`config.mk`:
```
export PLATFORM = sky130hd
export DESIGN_NAME = shift_flag_unit
export DESIGN_NICKNAME = d
export VERILOG_FILES = /design/src/rtl/sfu_pkg.sv /design/src/rtl/sfu_count.sv /design/src/rtl/sfu_shift.sv /design/src/rtl/sfu_arith.sv /design/src/rtl/shift_flag_unit.sv
export SDC_FILE = /design/constraint.sdc
export NUM_CORES = 1
export LEC_CHECK = 0
export BUFFER_PORTS_ARGS = -buffer_cell sky130_fd_sc_hd__buf_4
export CAP_MARGIN = 20
export CORE_UTILIZATION = 60
export CTS_CLUSTER_DIAMETER = 60
export DETAILED_ROUTE_END_ITERATION = 10
export GPL_TIMING_DRIVEN = 0
export PLACE_DENSITY_LB_ADDON = 0.05
export SYNTH_ARGS = -nofsm -noshare
export SYNTH_HDL_FRONTEND = slang
export SYNTH_SLANG_ARGS = --single-unit
```
`constraint.sdc`:
```
create_clock -name clk -period 2.49 [get_ports clk]
set_input_delay 0.3735 -clock clk [delete_from_list [all_inputs] [get_ports clk]]
set_output_delay 0.3735 -clock clk [all_outputs]
set_load 0.005 [all_outputs]
```
`src/rtl/sfu_pkg.sv`:
```
package sfu_pkg;
   localparam int ST_W    = 16;
   localparam int SB_LGT  = 15;
   localparam int SB_AGT  = 14;
   localparam int SB_EQ   = 13;
   localparam int SB_CY   = 12;
   localparam int SB_OV   = 11;
   localparam int SB_PAR  = 10;
   localparam int SB_OVIE = 5;

   typedef enum logic [1:0] {
      FN_SHIFT = 2'd0,
      FN_ADD   = 2'd1,
      FN_SUB   = 2'd2,
      FN_CMP   = 2'd3
   } fn_e;

   // kind encoding is decoded from instruction bits 9:8
   typedef enum logic [1:0] {
      SH_SRA = 2'd0,
      SH_SRL = 2'd1,
      SH_SLA = 2'd2,
      SH_SRC = 2'd3
   } sh_e;
endpackage

```
`src/rtl/sfu_count.sv`:
```
module sfu_count #(
   parameter int CNT_W = 4
) (
   input  logic [CNT_W-1:0] field_i,
   input  logic [CNT_W-1:0] reg_i,
   output logic [CNT_W:0]   cnt_o
);
   localparam logic [CNT_W:0] FULL = (CNT_W+1)'(1) << CNT_W;

   always_comb begin
      if (field_i != '0)
         cnt_o = {1'b0, field_i};
      else if (reg_i != '0)
         cnt_o = {1'b0, reg_i};
      else
         cnt_o = FULL;
   end
endmodule

```
`src/rtl/sfu_shift.sv`:
```
module sfu_shift
   import sfu_pkg::*;
#(
   parameter int W    = 16,
   parameter int IMPL = 0,
   localparam int CNT_W = $clog2(W)
) (
   input  sh_e            kind_i,
   input  logic [W-1:0]   val_i,
   input  logic [CNT_W:0] cnt_i,
   output logic [W-1:0]   res_o,
   output logic           cy_o,
   output logic           ov_o
);
   if (IMPL == 0) begin : g_direct
      logic [CNT_W-1:0] cm1;
      logic [W:0]       msk, win;
      logic [W-1:0]     res;
      logic             cy, ov;

      always_comb begin
         // count is never zero here, so count-1 fits CNT_W bits
         cm1 = CNT_W'(cnt_i - 1'b1);
         msk = ~({(W+1){1'b1}} >> (int'(cnt_i) + 1));
         win = {val_i, 1'b0} & msk;
         ov  = 1'b0;
         cy  = val_i[cm1];
         unique case (kind_i)
            SH_SRA: res = $signed(val_i) >>> cnt_i;
            SH_SRL: res = val_i >> cnt_i;
            SH_SLA: begin
               res = val_i << cnt_i;
               cy  = val_i[~cm1];
               ov  = (win != '0) && (win != msk);
            end
            default: res = (val_i >> cnt_i) | (val_i << (W - int'(cnt_i)));
         endcase
      end

      assign res_o = res;
      assign cy_o  = cy;
      assign ov_o  = ov;
   end else begin : g_staged
      localparam int NSTG = CNT_W + 1;
      logic [NSTG:0][W-1:0] d_stg;
      logic [NSTG:0]        g_stg;
      logic [NSTG:0]        v_stg;

      assign d_stg[0] = val_i;
      assign g_stg[0] = 1'b0;
      assign v_stg[0] = 1'b0;

      for (genvar s = 0; s < NSTG; s++) begin : g_stage
         localparam int K = 1 << s;
         localparam logic [W:0] WMSK = ~({(W+1){1'b1}} << (K + 1));
         logic [W-1:0] d_in, d_nx, up;
         logic [W:0]   tw;
         logic         g_nx, v_nx;

         assign d_in = d_stg[s];

         always_comb begin
            up   = (kind_i == SH_SRC) ? d_in : {W{(kind_i == SH_SRA) & d_in[W-1]}};
            tw   = ({d_in, 1'b0} >> (W - K)) & WMSK;
            v_nx = 1'b0;
            if (kind_i == SH_SLA) begin
               {g_nx, d_nx} = (W+1)'({1'b0, d_in} << K);
               v_nx = (tw != '0) && (tw != WMSK);
            end else begin
               {d_nx, g_nx} = (W+1)'({up, d_in, 1'b0} >> K);
            end
         end

         assign d_stg[s+1] = cnt_i[s] ? d_nx : d_in;
         assign g_stg[s+1] = cnt_i[s] ? g_nx : g_stg[s];
         assign v_stg[s+1] = v_stg[s] | (cnt_i[s] & v_nx);
      end

      assign res_o = d_stg[NSTG];
      assign cy_o  = g_stg[NSTG];
      assign ov_o  = v_stg[NSTG];
   end
endmodule

```
`src/rtl/sfu_arith.sv`:
```
module sfu_arith
   import sfu_pkg::*;
#(
   parameter int W = 16
) (
   input  fn_e          fn_i,
   input  logic         byte_i,
   input  logic [W-1:0] dst_i,
   input  logic [W-1:0] src_i,
   output logic [W-1:0] res_o,
   output logic         cy_o,
   output logic         ov_o,
   output logic         gtu_o,
   output logic         gts_o,
   output logic         eq_o,
   output logic         par_o
);
   localparam int B = W / 2;

   logic [W-1:0] a_j, b_j, r_j;
   logic [W:0]   sum;
   logic         is_sub;

   always_comb begin
      // byte operands are moved to the top so that carry and sign land at bit W
      a_j    = byte_i ? {dst_i[B-1:0], {B{1'b0}}} : dst_i;
      b_j    = byte_i ? {src_i[B-1:0], {B{1'b0}}} : src_i;
      is_sub = (fn_i == FN_SUB);
      sum    = is_sub ? ({1'b0, a_j} - {1'b0, b_j}) : ({1'b0, a_j} + {1'b0, b_j});
      r_j    = sum[W-1:0];
      cy_o   = is_sub ? ~sum[W] : sum[W];
      ov_o   = is_sub ? ((a_j[W-1] ^ b_j[W-1]) & (a_j[W-1] ^ r_j[W-1]))
                      : ((r_j[W-1] ^ a_j[W-1]) & (r_j[W-1] ^ b_j[W-1]));
      par_o  = ^r_j[W-1 -: B];
      if (fn_i == FN_CMP) begin
         gts_o = $signed(b_j) > $signed(a_j);
         gtu_o = b_j > a_j;
         eq_o  = (a_j == b_j);
         res_o = dst_i;
      end else begin
         eq_o  = (r_j == '0);
         gtu_o = ~eq_o;
         gts_o = ~eq_o & ~r_j[W-1];
         res_o = byte_i ? (r_j >> B) : r_j;
      end
   end
endmodule

```
`src/rtl/shift_flag_unit.sv`:
```
module shift_flag_unit
   import sfu_pkg::*;
#(
   parameter int DATA_W     = 16,
   parameter int SHIFT_IMPL = 0,
   localparam int CNT_W = $clog2(DATA_W),
   localparam int CTL_W = CNT_W + 2
) (
   input  logic              clk,
   input  logic              rst_n,
   input  logic              start_i,
   input  logic [1:0]        func_i,
   input  logic              byte_i,
   input  logic [CTL_W-1:0]  shift_ctl_i,
   input  logic [CNT_W-1:0]  r0_low_i,
   input  logic [DATA_W-1:0] dst_i,
   input  logic [DATA_W-1:0] src_i,
   input  logic [ST_W-1:0]   status_i,
   output logic [DATA_W-1:0] result_o,
   output logic [ST_W-1:0]   status_o,
   output logic              done_o,
   output logic              ovf_req_o
);
   if (DATA_W < 8 || DATA_W > 16 || (DATA_W & (DATA_W - 1)) != 0) begin : g_bad_width
      $error("shift_flag_unit: DATA_W must be 8 or 16");
   end
   if (SHIFT_IMPL < 0 || SHIFT_IMPL > 1) begin : g_bad_impl
      $error("shift_flag_unit: SHIFT_IMPL must be 0 or 1");
   end

   fn_e              fn;
   sh_e              kind;
   logic [CNT_W:0]   cnt;
   logic [DATA_W-1:0] sh_res, ar_res, res_nx;
   logic             sh_cy, sh_ov, sh_zero;
   logic             ar_cy, ar_ov, ar_gtu, ar_gts, ar_eq, ar_par;
   logic [ST_W-1:0]  st_nx;

   assign fn   = fn_e'(func_i);
   assign kind = sh_e'(shift_ctl_i[CTL_W-1 -: 2]);

   sfu_count #(.CNT_W(CNT_W)) u_count (
      .field_i (shift_ctl_i[CNT_W-1:0]),
      .reg_i   (r0_low_i),
      .cnt_o   (cnt)
   );

   sfu_shift #(.W(DATA_W), .IMPL(SHIFT_IMPL)) u_shift (
      .kind_i (kind),
      .val_i  (dst_i),
      .cnt_i  (cnt),
      .res_o  (sh_res),
      .cy_o   (sh_cy),
      .ov_o   (sh_ov)
   );

   sfu_arith #(.W(DATA_W)) u_arith (
      .fn_i   (fn),
      .byte_i (byte_i),
      .dst_i  (dst_i),
      .src_i  (src_i),
      .res_o  (ar_res),
      .cy_o   (ar_cy),
      .ov_o   (ar_ov),
      .gtu_o  (ar_gtu),
      .gts_o  (ar_gts),
      .eq_o   (ar_eq),
      .par_o  (ar_par)
   );

   assign sh_zero = (sh_res == '0);

   always_comb begin
      st_nx  = status_i;
      res_nx = ar_res;
      unique case (fn)
         FN_SHIFT: begin
            res_nx         = sh_res;
            st_nx[SB_LGT]  = ~sh_zero;
            st_nx[SB_AGT]  = ~sh_zero & ~sh_res[DATA_W-1];
            st_nx[SB_EQ]   = sh_zero;
            st_nx[SB_CY]   = sh_cy;
            if (kind == SH_SLA) st_nx[SB_OV] = sh_ov;
         end
         FN_ADD, FN_SUB: begin
            st_nx[SB_LGT] = ar_gtu;
            st_nx[SB_AGT] = ar_gts;
            st_nx[SB_EQ]  = ar_eq;
            st_nx[SB_CY]  = ar_cy;
            st_nx[SB_OV]  = ar_ov;
            if (byte_i) st_nx[SB_PAR] = ar_par;
         end
         default: begin
            st_nx[SB_LGT] = ar_gtu;
            st_nx[SB_AGT] = ar_gts;
            st_nx[SB_EQ]  = ar_eq;
         end
      endcase
   end

   always_ff @(posedge clk or negedge rst_n) begin
      if (!rst_n) begin
         result_o <= '0;
         status_o <= '0;
         done_o   <= 1'b0;
      end else begin
         done_o <= start_i;
         if (start_i) begin
            result_o <= res_nx;
            status_o <= st_nx;
         end
      end
   end

   assign ovf_req_o = status_o[SB_OVIE] & status_o[SB_OV];
endmodule

```
==> flow_metrics.py, run 1 <==
metrics = {
    "outcome": {
        "status": "stopped before the end",
        "haltStage": "global routing",
        "error_line": "[ERROR GRT-0116] Global routing finished with congestion. Check the congestion regions in the DRC Viewer.",
    },
    "yosys": {
        "synthSimpleGateAreaFrac": 0.2229,
        "synth_compound_area_frac": 0.3571,
        "syn_nets": 1165,
        "synth_flop_cell": "dfrtp_1",
        "synthTopCellsByArea": "dfrtp_1 11%, ha_1 10%, a21oi_1 6.4%, mux2i_1 5.0%, o21ai_0 4.3%",
        "synth_top_area_frac": 0.1116,
        "ys_ff_latch": 33,
        "syn_area_per_cell_sq_um": 7.119,
        "synth-warning-count": 0,
        "ys_types": 79,
        "synth_top_family_by_area": "compound AO/OA/AOI/OAI gates",
        "synthMuxAreaShare": 0.09726,
        "postSynthCellCount": 1039,
        "ys_async_sr_fraction": 1.000,
        "syn_area_sq_um": 7397,
        "synth.top_cells.by_count": "94 x a21oi_1, 83 x nor2_1, 73 x nand2_1",
        "synth_xor_area_frac": 0.02013,
        "synth_fa_ha_area_frac": 0.1069,
        "synth_most_common_cell": "a21oi_1",
        "synth_top_area_cell": "dfrtp_1",
        "yosysSeqAreaShare": 0.1116,
        "synth_edf_count": 0,
    },
    "grt": {
        "grt_max_degree": 34,
        "track_usage": 0.7777,
        "grt_pass1_wl_um": 75970,
        "grt_pass1_vias": 12370,
        "overflow": 118,
    },
    "clocking": {
        "cts_hold_buf": 0,
        "numCtsBuffers": 5,
        "clockBufferDepth": 2,
        "cts_root_buf": "clkbuf_16",
        "clock_sinks": 33,
        "ctsHtreeMaxLevel": 2,
    },
    "floorplanning": {
        "ioPinCount": 98,
        "die_w_um": 113.0,
        "start_util": 0.6158,
        "num_rows": 40,
        "die_y_um": 113.0,
    },
    "placement": {
        "portBuffers": 83,
        "place.gp.congestion": 1.187,
        "dpl.hpwl_um": 25400,
        "placed_cells": 1269,
    },
}
==> metal layers <==
metal	overflow	global-route usage
met1	4	0.7925
met2	69	0.9669
met3	1	0.5763
met4	44	0.8149
met5	0	0.09804
==> cells by family after synthesis <==
family,after synthesis
compound gates,386
simple gates,326
buf+inv,155
fa+ha+maj,62
mux,60
flops,33
xor+xnor,17
==> per-stage QoR <==
step,worst slack [ns],instance area [sq um]
global placement,-2.308,8451
CTS,-1.493,10030
detailed placement,-2.385,8451
floorplan,-1.656,7644
==> timing repair <==
item / CTS
pin swaps: 66
resized for setup: 177
setup endpoints to repair: 22
buffers inserted: 68
gates cloned: 1
==> inputs of run 2 (changes only) <==
--- a/config.mk
+++ b/config.mk
@@ -7,11 +7,10 @@
 export LEC_CHECK = 0
 export BUFFER_PORTS_ARGS = -buffer_cell sky130_fd_sc_hd__buf_4
 export CAP_MARGIN = 20
-export CORE_UTILIZATION = 60
-export CTS_CLUSTER_DIAMETER = 60
+export CORE_UTILIZATION = 40
 export DETAILED_ROUTE_END_ITERATION = 10
 export GPL_TIMING_DRIVEN = 0
-export PLACE_DENSITY_LB_ADDON = 0.05
+export PLACE_DENSITY_LB_ADDON = 0.15
 export SYNTH_ARGS = -nofsm -noshare
 export SYNTH_HDL_FRONTEND = slang
 export SYNTH_SLANG_ARGS = --single-unit
==> flow_metrics.py, run 2 <==
metrics = {
    "sta": {
        "period_needed_ns": 4.248,
        "period_share": 1.706,
        "skew_ns": 0,
        "whs_ns": 0.04196,
        "hold_viol": 0,
        "fin_ws_ns": -1.758,
        "finalMaxSlewViolations": 0,
        "max_freq_ghz": 0.2354,
        "rsz0062_at_grt": "true",
        "worst_slew_pin_slew_ns": 1.007,
        "slew_headroom": 0.3199,
        "setup_viol": 22,
    },
    "final_layout": {
        "top_regs": "result_o: 16 flops, status_o: 16 flops, done_o: 1 flops",
        "fin_nets": 1306,
        "drive_gt1_frac": 0.3387,
        "final_common_cell": "buf_4",
        "syn2layout_area_growth_pct": 40.17,
        "final_cells": 1410,
        "layout_common_cells": "137 x buf_4, 81 x nor2_1, 74 x a21oi_1",
        "fillerInstances": 1678,
        "fin_area_sq_um": 10370,
        "n_antenna_cell": 0,
    },
    "floorplanning": {
        "die_y_um": 138.0,
        "die_area_sq_um": 19040,
        "core_area_sq_um": 18020,
        "die_w_um": 138.0,
        "num_rows": 49,
        "start_util": 0.4104,
        "ioPinCount": 98,
    },
    "drt": {
        "drc": 0,
        "drt_first_iter_violations": 1353,
        "ant_nets": 0,
        "first_pass_iters": 5,
        "routed_via_density": 6.824,
        "vias": 9622,
        "routedWlPerCell_um": 26.78,
        "wl_um": 37770,
    },
    "placement": {
        "post-place-ws_ns": -2.569,
        "dpl.hpwl_um": 28000,
        "dpl_cell_area_sq_um": 8553,
        "portBuffers": 83,
        "place.gp.congestion": 1.017,
        "placed_cells": 1351,
    },
    "grt": {
        "grt_pass1_wl_um": 55010,
        "antenna_found_initial": 0,
        "grt_pass1_vias": 9163,
        "track_usage": 0.3922,
        "overflow": 0,
        "grt_max_degree": 34,
    },
    "yosys": {
        "synth.top_cells.by_count": "94 x a21oi_1, 83 x nor2_1, 73 x nand2_1",
        "ys_ff_latch": 33,
        "postSynthCellCount": 1039,
        "synth_most_common_cell": "a21oi_1",
        "ys_types": 79,
        "yosysSeqAreaShare": 0.1116,
        "synth_edf_count": 0,
        "synth_top_area_frac": 0.1116,
        "ys_async_sr_fraction": 1.000,
        "synth_flop_cell": "dfrtp_1",
        "synth_top_area_cell": "dfrtp_1",
        "syn_nets": 1165,
        "synthTopCellsByArea": "dfrtp_1 11%, ha_1 10%, a21oi_1 6.4%, mux2i_1 5.0%, o21ai_0 4.3%",
        "syn_area_sq_um": 7397,
        "syn_area_per_cell_sq_um": 7.119,
        "synth-warning-count": 0,
    },
    "outcome": {
        "violations": "negative setup slack",
        "status": "finished, violations left",
    },
    "worst_setup_path": {
        "crit_type": "input port to flop",
        "cp-startpoint": "byte_i",
        "required_ns": 2.65,
        "path_delay_family": "simple AND/OR/NAND/NOR gates",
        "path_cells": "clkbuf_16 -> clkbuf_16 -> buf_12 -> mux2i_4 -> inv_2 -> ha_4 -> or3_4 -> or3_4 -> o21bai_4 -> o41ai_4 -> o31ai_4 -> a2111o_1 -> o211ai_1 -> inv_1 -> ha_4 -> nand4_1 -> nor2_1 -> nand3_1 -> nor3_2 -> a41o_1 -> o221ai_2 -> and3_1",
        "worst-r2r-cell-count": 2,
        "critPathBufInv": 5,
        "cp_max_fo": 5,
        "cp.arrival_ns": 4.41,
        "rr_startpoint": "result_o[14]",
        "cp_slowest_stage_delay_ns": 0.39,
        "cp-start-kind": "input port",
        "end_kind": "flop",
        "crit_cells": 22,
        "slowest_stage": "or3_4",
    },
    "clocking": {
        "cts_root_buf": "clkbuf_16",
        "clock_sinks": 33,
        "worst_skew_pair.late_latency_ns": 0.27,
        "numCtsBuffers": 5,
        "ctsHtreeMaxLevel": 2,
        "clockBufferDepth": 2,
        "cts_hold_buf": 0,
        "path_clk_slew_ns": 0.05,
        "cts_tree": "yes",
    },
    "power": {
        "ir_worst_vdd_mv": 0.4719,
        "leakage_nw": 4.362,
        "power_w": 0.004428,
        "p_per_area_nw_per_um2": 427.1,
    },
    "job": {
        "cap_violations": 0,
    },
    "min_path": {
        "worstHoldPathType": "input port to async pin",
    },
}
[run 2: through the flow]
step / util / TNS, ns
floorplan: - / -17.52
global placement: 0.4745 / -37.63
detailed placement: 0.4745 / -36.57
CTS: 0.5477 / -17.92
global route: 0.5752 / -21.52
finish: 0.5752 / -19.72
[run 2: timing repair]
action                     in CTS  in global routing
setup buffers                  46                 21
setup endpoints to repair      22                 22
resized for setup             161                 82
cloned                          1                  0
pin swaps                      63                 49
[run 2: cell families (layout without fill, tap and decap cells)]
group                      after synthesis  after routing  share of synthesized area
AOI/OAI and AO/OA                      386            386                     0.3571
and+or+nand+nor                        326            326                     0.2229
buffers and inverters                  155            297                    0.08406
adders and majority gates               62             62                     0.1069
muxes                                   60             60                    0.09726
DFF                                     33             33                     0.1116
xor gates and xnor gates                17             17                    0.02013
[run 2: worst reg2reg max path, delay by kind of cell (launching register included)]
family / cells / cell delay (ns)
compound gates: 1 / 0.21
flops: 1 / 0.39
simple gates: 1 / 0.29
[run 2: final timing paths]
| path | to | slack [ns] |
|---|---|---|
| worst max-delay path | status_o[14] | -1.76 |
| worst min-delay path | status_o[11] | 0.04 |
| worst max register to register | result_o[14] | 1.49 |
| worst min register to register | result_o[9] | 0.49 |
| max in group asynchronous | result_o[9] | 2.15 |
| min in group clk | done_o | 0.27 |
[run 2: per-layer routing]
metal  global-route usage  part of all wire
met4               0.1721             0.047
met1               0.5286              0.40
met2               0.5783              0.43
met3               0.1086              0.13
met5                    0            0.0020
[run 2: power by group]
part           internal [W]  leakage, nW  switching (W)
clock              0.000499       0.0841       0.000211
combinational       0.00135         3.89        0.00170
sequential         0.000619        0.391      0.0000533
total               0.00247         4.36        0.00196
[run 2: layout make-up]
type	instances	area, sq um	area share
flip-flops and latches	33	825.8	0.07964
clock buffers	7	142.6	0.01376
plain buffers	78	638.1	0.06154
well taps	229	286.5	0.02763
inverters	68	260.3	0.02510
clock inverters	1	30.03	0.002896
multi-input cells	851	7034	0.6784
repair buffers	143	1151	0.1110
No activity file was read; power rests on OpenSTA's default activity.
==> inputs of run 3 (changes only) <==
--- a/config.mk
+++ b/config.mk
@@ -10,7 +10,9 @@
 export CORE_UTILIZATION = 40
 export DETAILED_ROUTE_END_ITERATION = 10
 export GPL_TIMING_DRIVEN = 0
+export HOLD_SLACK_MARGIN = 0.06
 export PLACE_DENSITY_LB_ADDON = 0.15
+export SLEW_MARGIN = 20
 export SYNTH_ARGS = -nofsm -noshare
 export SYNTH_HDL_FRONTEND = slang
 export SYNTH_SLANG_ARGS = --single-unit
==> flow_metrics.py, run 3 (synthesized netlist as in run 2, its figures left out) <==
metrics = {
    "worst_setup_path": {
        "path_delay_family": "simple AND/OR/NAND/NOR gates",
        "rrSetupSlack_ns": 1.49,
        "path_cells": "clkbuf_16 -> clkbuf_16 -> buf_12 -> mux2i_4 -> inv_2 -> ha_4 -> or3_4 -> or3_4 -> o21bai_4 -> o41ai_4 -> o31ai_4 -> buf_4 -> a21oi_4 -> xnor2_2 -> ha_1 -> nand4_1 -> nor2_1 -> nand3_1 -> nor3_2 -> a41o_1 -> o221ai_2 -> and3_1",
        "slowest_stage": "or3_4",
        "critPathBufInv": 5,
        "end_kind": "flop",
        "rr_startpoint": "result_o[14]",
        "cp_slowest_stage_delay_ns": 0.39,
        "cp_max_fo": 5,
        "crit_type": "input port to flop",
        "required_ns": 2.65,
        "cp-start-kind": "input port",
        "cp.arrival_ns": 4.36,
        "worst-r2r-cell-count": 2,
        "r2r_end": "result_o[14]",
    },
    "grt": {
        "busiest_layer": "met2",
        "grt_pass1_wl_um": 55010,
        "track_usage": 0.3922,
        "grt_use_met1": 0.5286,
        "overflow": 0,
        "grt_pass1_vias": 9163,
        "met2_usage": 0.5783,
        "grt_util_met3": 0.1086,
        "antenna_found_initial": 0,
        "grt_max_degree": 34,
    },
    "final_layout": {
        "syn2layout_area_growth_pct": 40.31,
        "layout_common_cells": "137 x buf_4, 81 x nor2_1, 74 x a21oi_1",
        "final_common_cell": "buf_4",
        "fin_nets": 1307,
        "top_regs": "result_o: 16 flops, status_o: 16 flops, done_o: 1 flops",
        "n_antenna_cell": 0,
        "fin_area_sq_um": 10380,
        "drive_gt1_frac": 0.3384,
        "final_cells": 1411,
    },
    "job": {
        "cap_violations": 0,
    },
    "power": {
        "ir_worst_vdd_mv": 0.4720,
        "p_per_area_nw_per_um2": 426.3,
        "leakage_nw": 4.366,
    },
    "drt": {
        "routed_via_density": 6.828,
        "ant_nets": 0,
        "drt_first_iter_violations": 1371,
        "drc": 0,
        "routedWlPerCell_um": 26.75,
        "vias": 9635,
        "first_pass_iters": 6,
        "wl_um": 37740,
    },
    "outcome": {
        "status": "finished, violations left",
        "violations": "negative setup slack",
    },
    "floorplanning": {
        "ioPinCount": 98,
        "die_y_um": 138.0,
        "die_w_um": 138.0,
        "die_area_sq_um": 19040,
        "core_area_sq_um": 18020,
        "start_util": 0.4104,
        "num_rows": 49,
    },
    "placement": {
        "dpl.hpwl_um": 28000,
        "post-place-ws_ns": -2.569,
        "placed_cells": 1351,
        "dpl_cell_area_sq_um": 8553,
        "place.gp.congestion": 1.017,
        "portBuffers": 83,
    },
    "sta": {
        "hold_viol": 0,
        "finalMaxSlewViolations": 0,
        "rsz0062_at_grt": "true",
        "worst_slew_pin_slew_ns": 1.008,
        "max_freq_ghz": 0.2381,
        "period_needed_ns": 4.200,
        "setup_viol": 22,
        "slew_headroom": 0.3195,
        "skew_ns": 0,
        "period_share": 1.687,
        "fin_ws_ns": -1.710,
        "setup_tns_ns": -19.36,
    },
    "clocking": {
        "clock_sinks": 33,
        "path_clk_slew_ns": 0.05,
        "cts_tree": "yes",
        "numCtsBuffers": 5,
        "ctsHtreeMaxLevel": 2,
        "cts_root_buf": "clkbuf_16",
        "worst_skew_pair.late_latency_ns": 0.27,
        "clockBufferDepth": 2,
    },
    "min_path": {
        "hold_depth": 1,
        "min_to": "done_o",
        "worstHoldPathType": "input port to flop",
        "min-delay-start": "start_i",
    },
}
run 3: layout make-up:
type | instances | area, sq um
Buffer | 78 | 638.1
Clock buffer | 7 | 142.6
Clock inverter | 1 | 30.03
Fill cell | 1677 | 7646
Inverter | 68 | 260.3
Multi-Input combinational cell | 851 | 7034
Sequential cell | 33 | 825.8
Tap cell | 229 | 286.5
Timing Repair Buffer | 144 | 1161
run 3: through the flow:
step / power (W) / util / hold WS, ns
final: 0.004425 / 0.5758 / 0.2686
after global routing: 0.004619 / 0.5758 / 0.2660
after CTS: 0.004082 / 0.5482 / 0.2636
after detailed placement: 0.002901 / 0.4745 / 0.3403
after global placement: 0.002923 / 0.4745 / 0.3356
after floorplan: 0.002093 / - / 0.07791
run 3: metal layers:
layer / part of all wire / vias to the layer above
met5: 0.0020 / -
met4: 0.048 / 2
met1: 0.40 / 4592
met2: 0.43 / 703
met3: 0.12 / 148
li1: - / 4190
run 3: how the worst max path moves through the flow:
| stage | from | to | slack [ns] | depth (start not counted) |
|---|---|---|---|---|
| finish | byte_i | status_o[14] | -1.71 | 22 |
| global route | byte_i | status_o[14] | -1.86 | 22 |
| CTS | byte_i | status_o[15] | -1.53 | 22 |
| detailed placement | byte_i | status_o[14] | -2.57 | 21 |
| global placement | byte_i | status_o[10] | -2.54 | 17 |
| floorplan | byte_i | status_o[15] | -1.66 | 22 |
run 3: timing repair:
item,CTS,global route
hold buffers,1,0
cloned,1,0
setup endpoints to repair,22,22
setup buffers,46,21
gates resized for setup,161,82
pin swaps,63,49
endpoints found under the hold margin,33,0
run 3: power by group:
| group | leakage, nW | internal (W) | switching [W] |
|---|---|---|---|
| logic | 3.89 | 0.00135 | 0.00169 |
| registers | 0.391 | 0.000619 | 0.0000531 |
| clock network | 0.0841 | 0.000499 | 0.000210 |
| total | 4.37 | 0.00247 | 0.00196 |
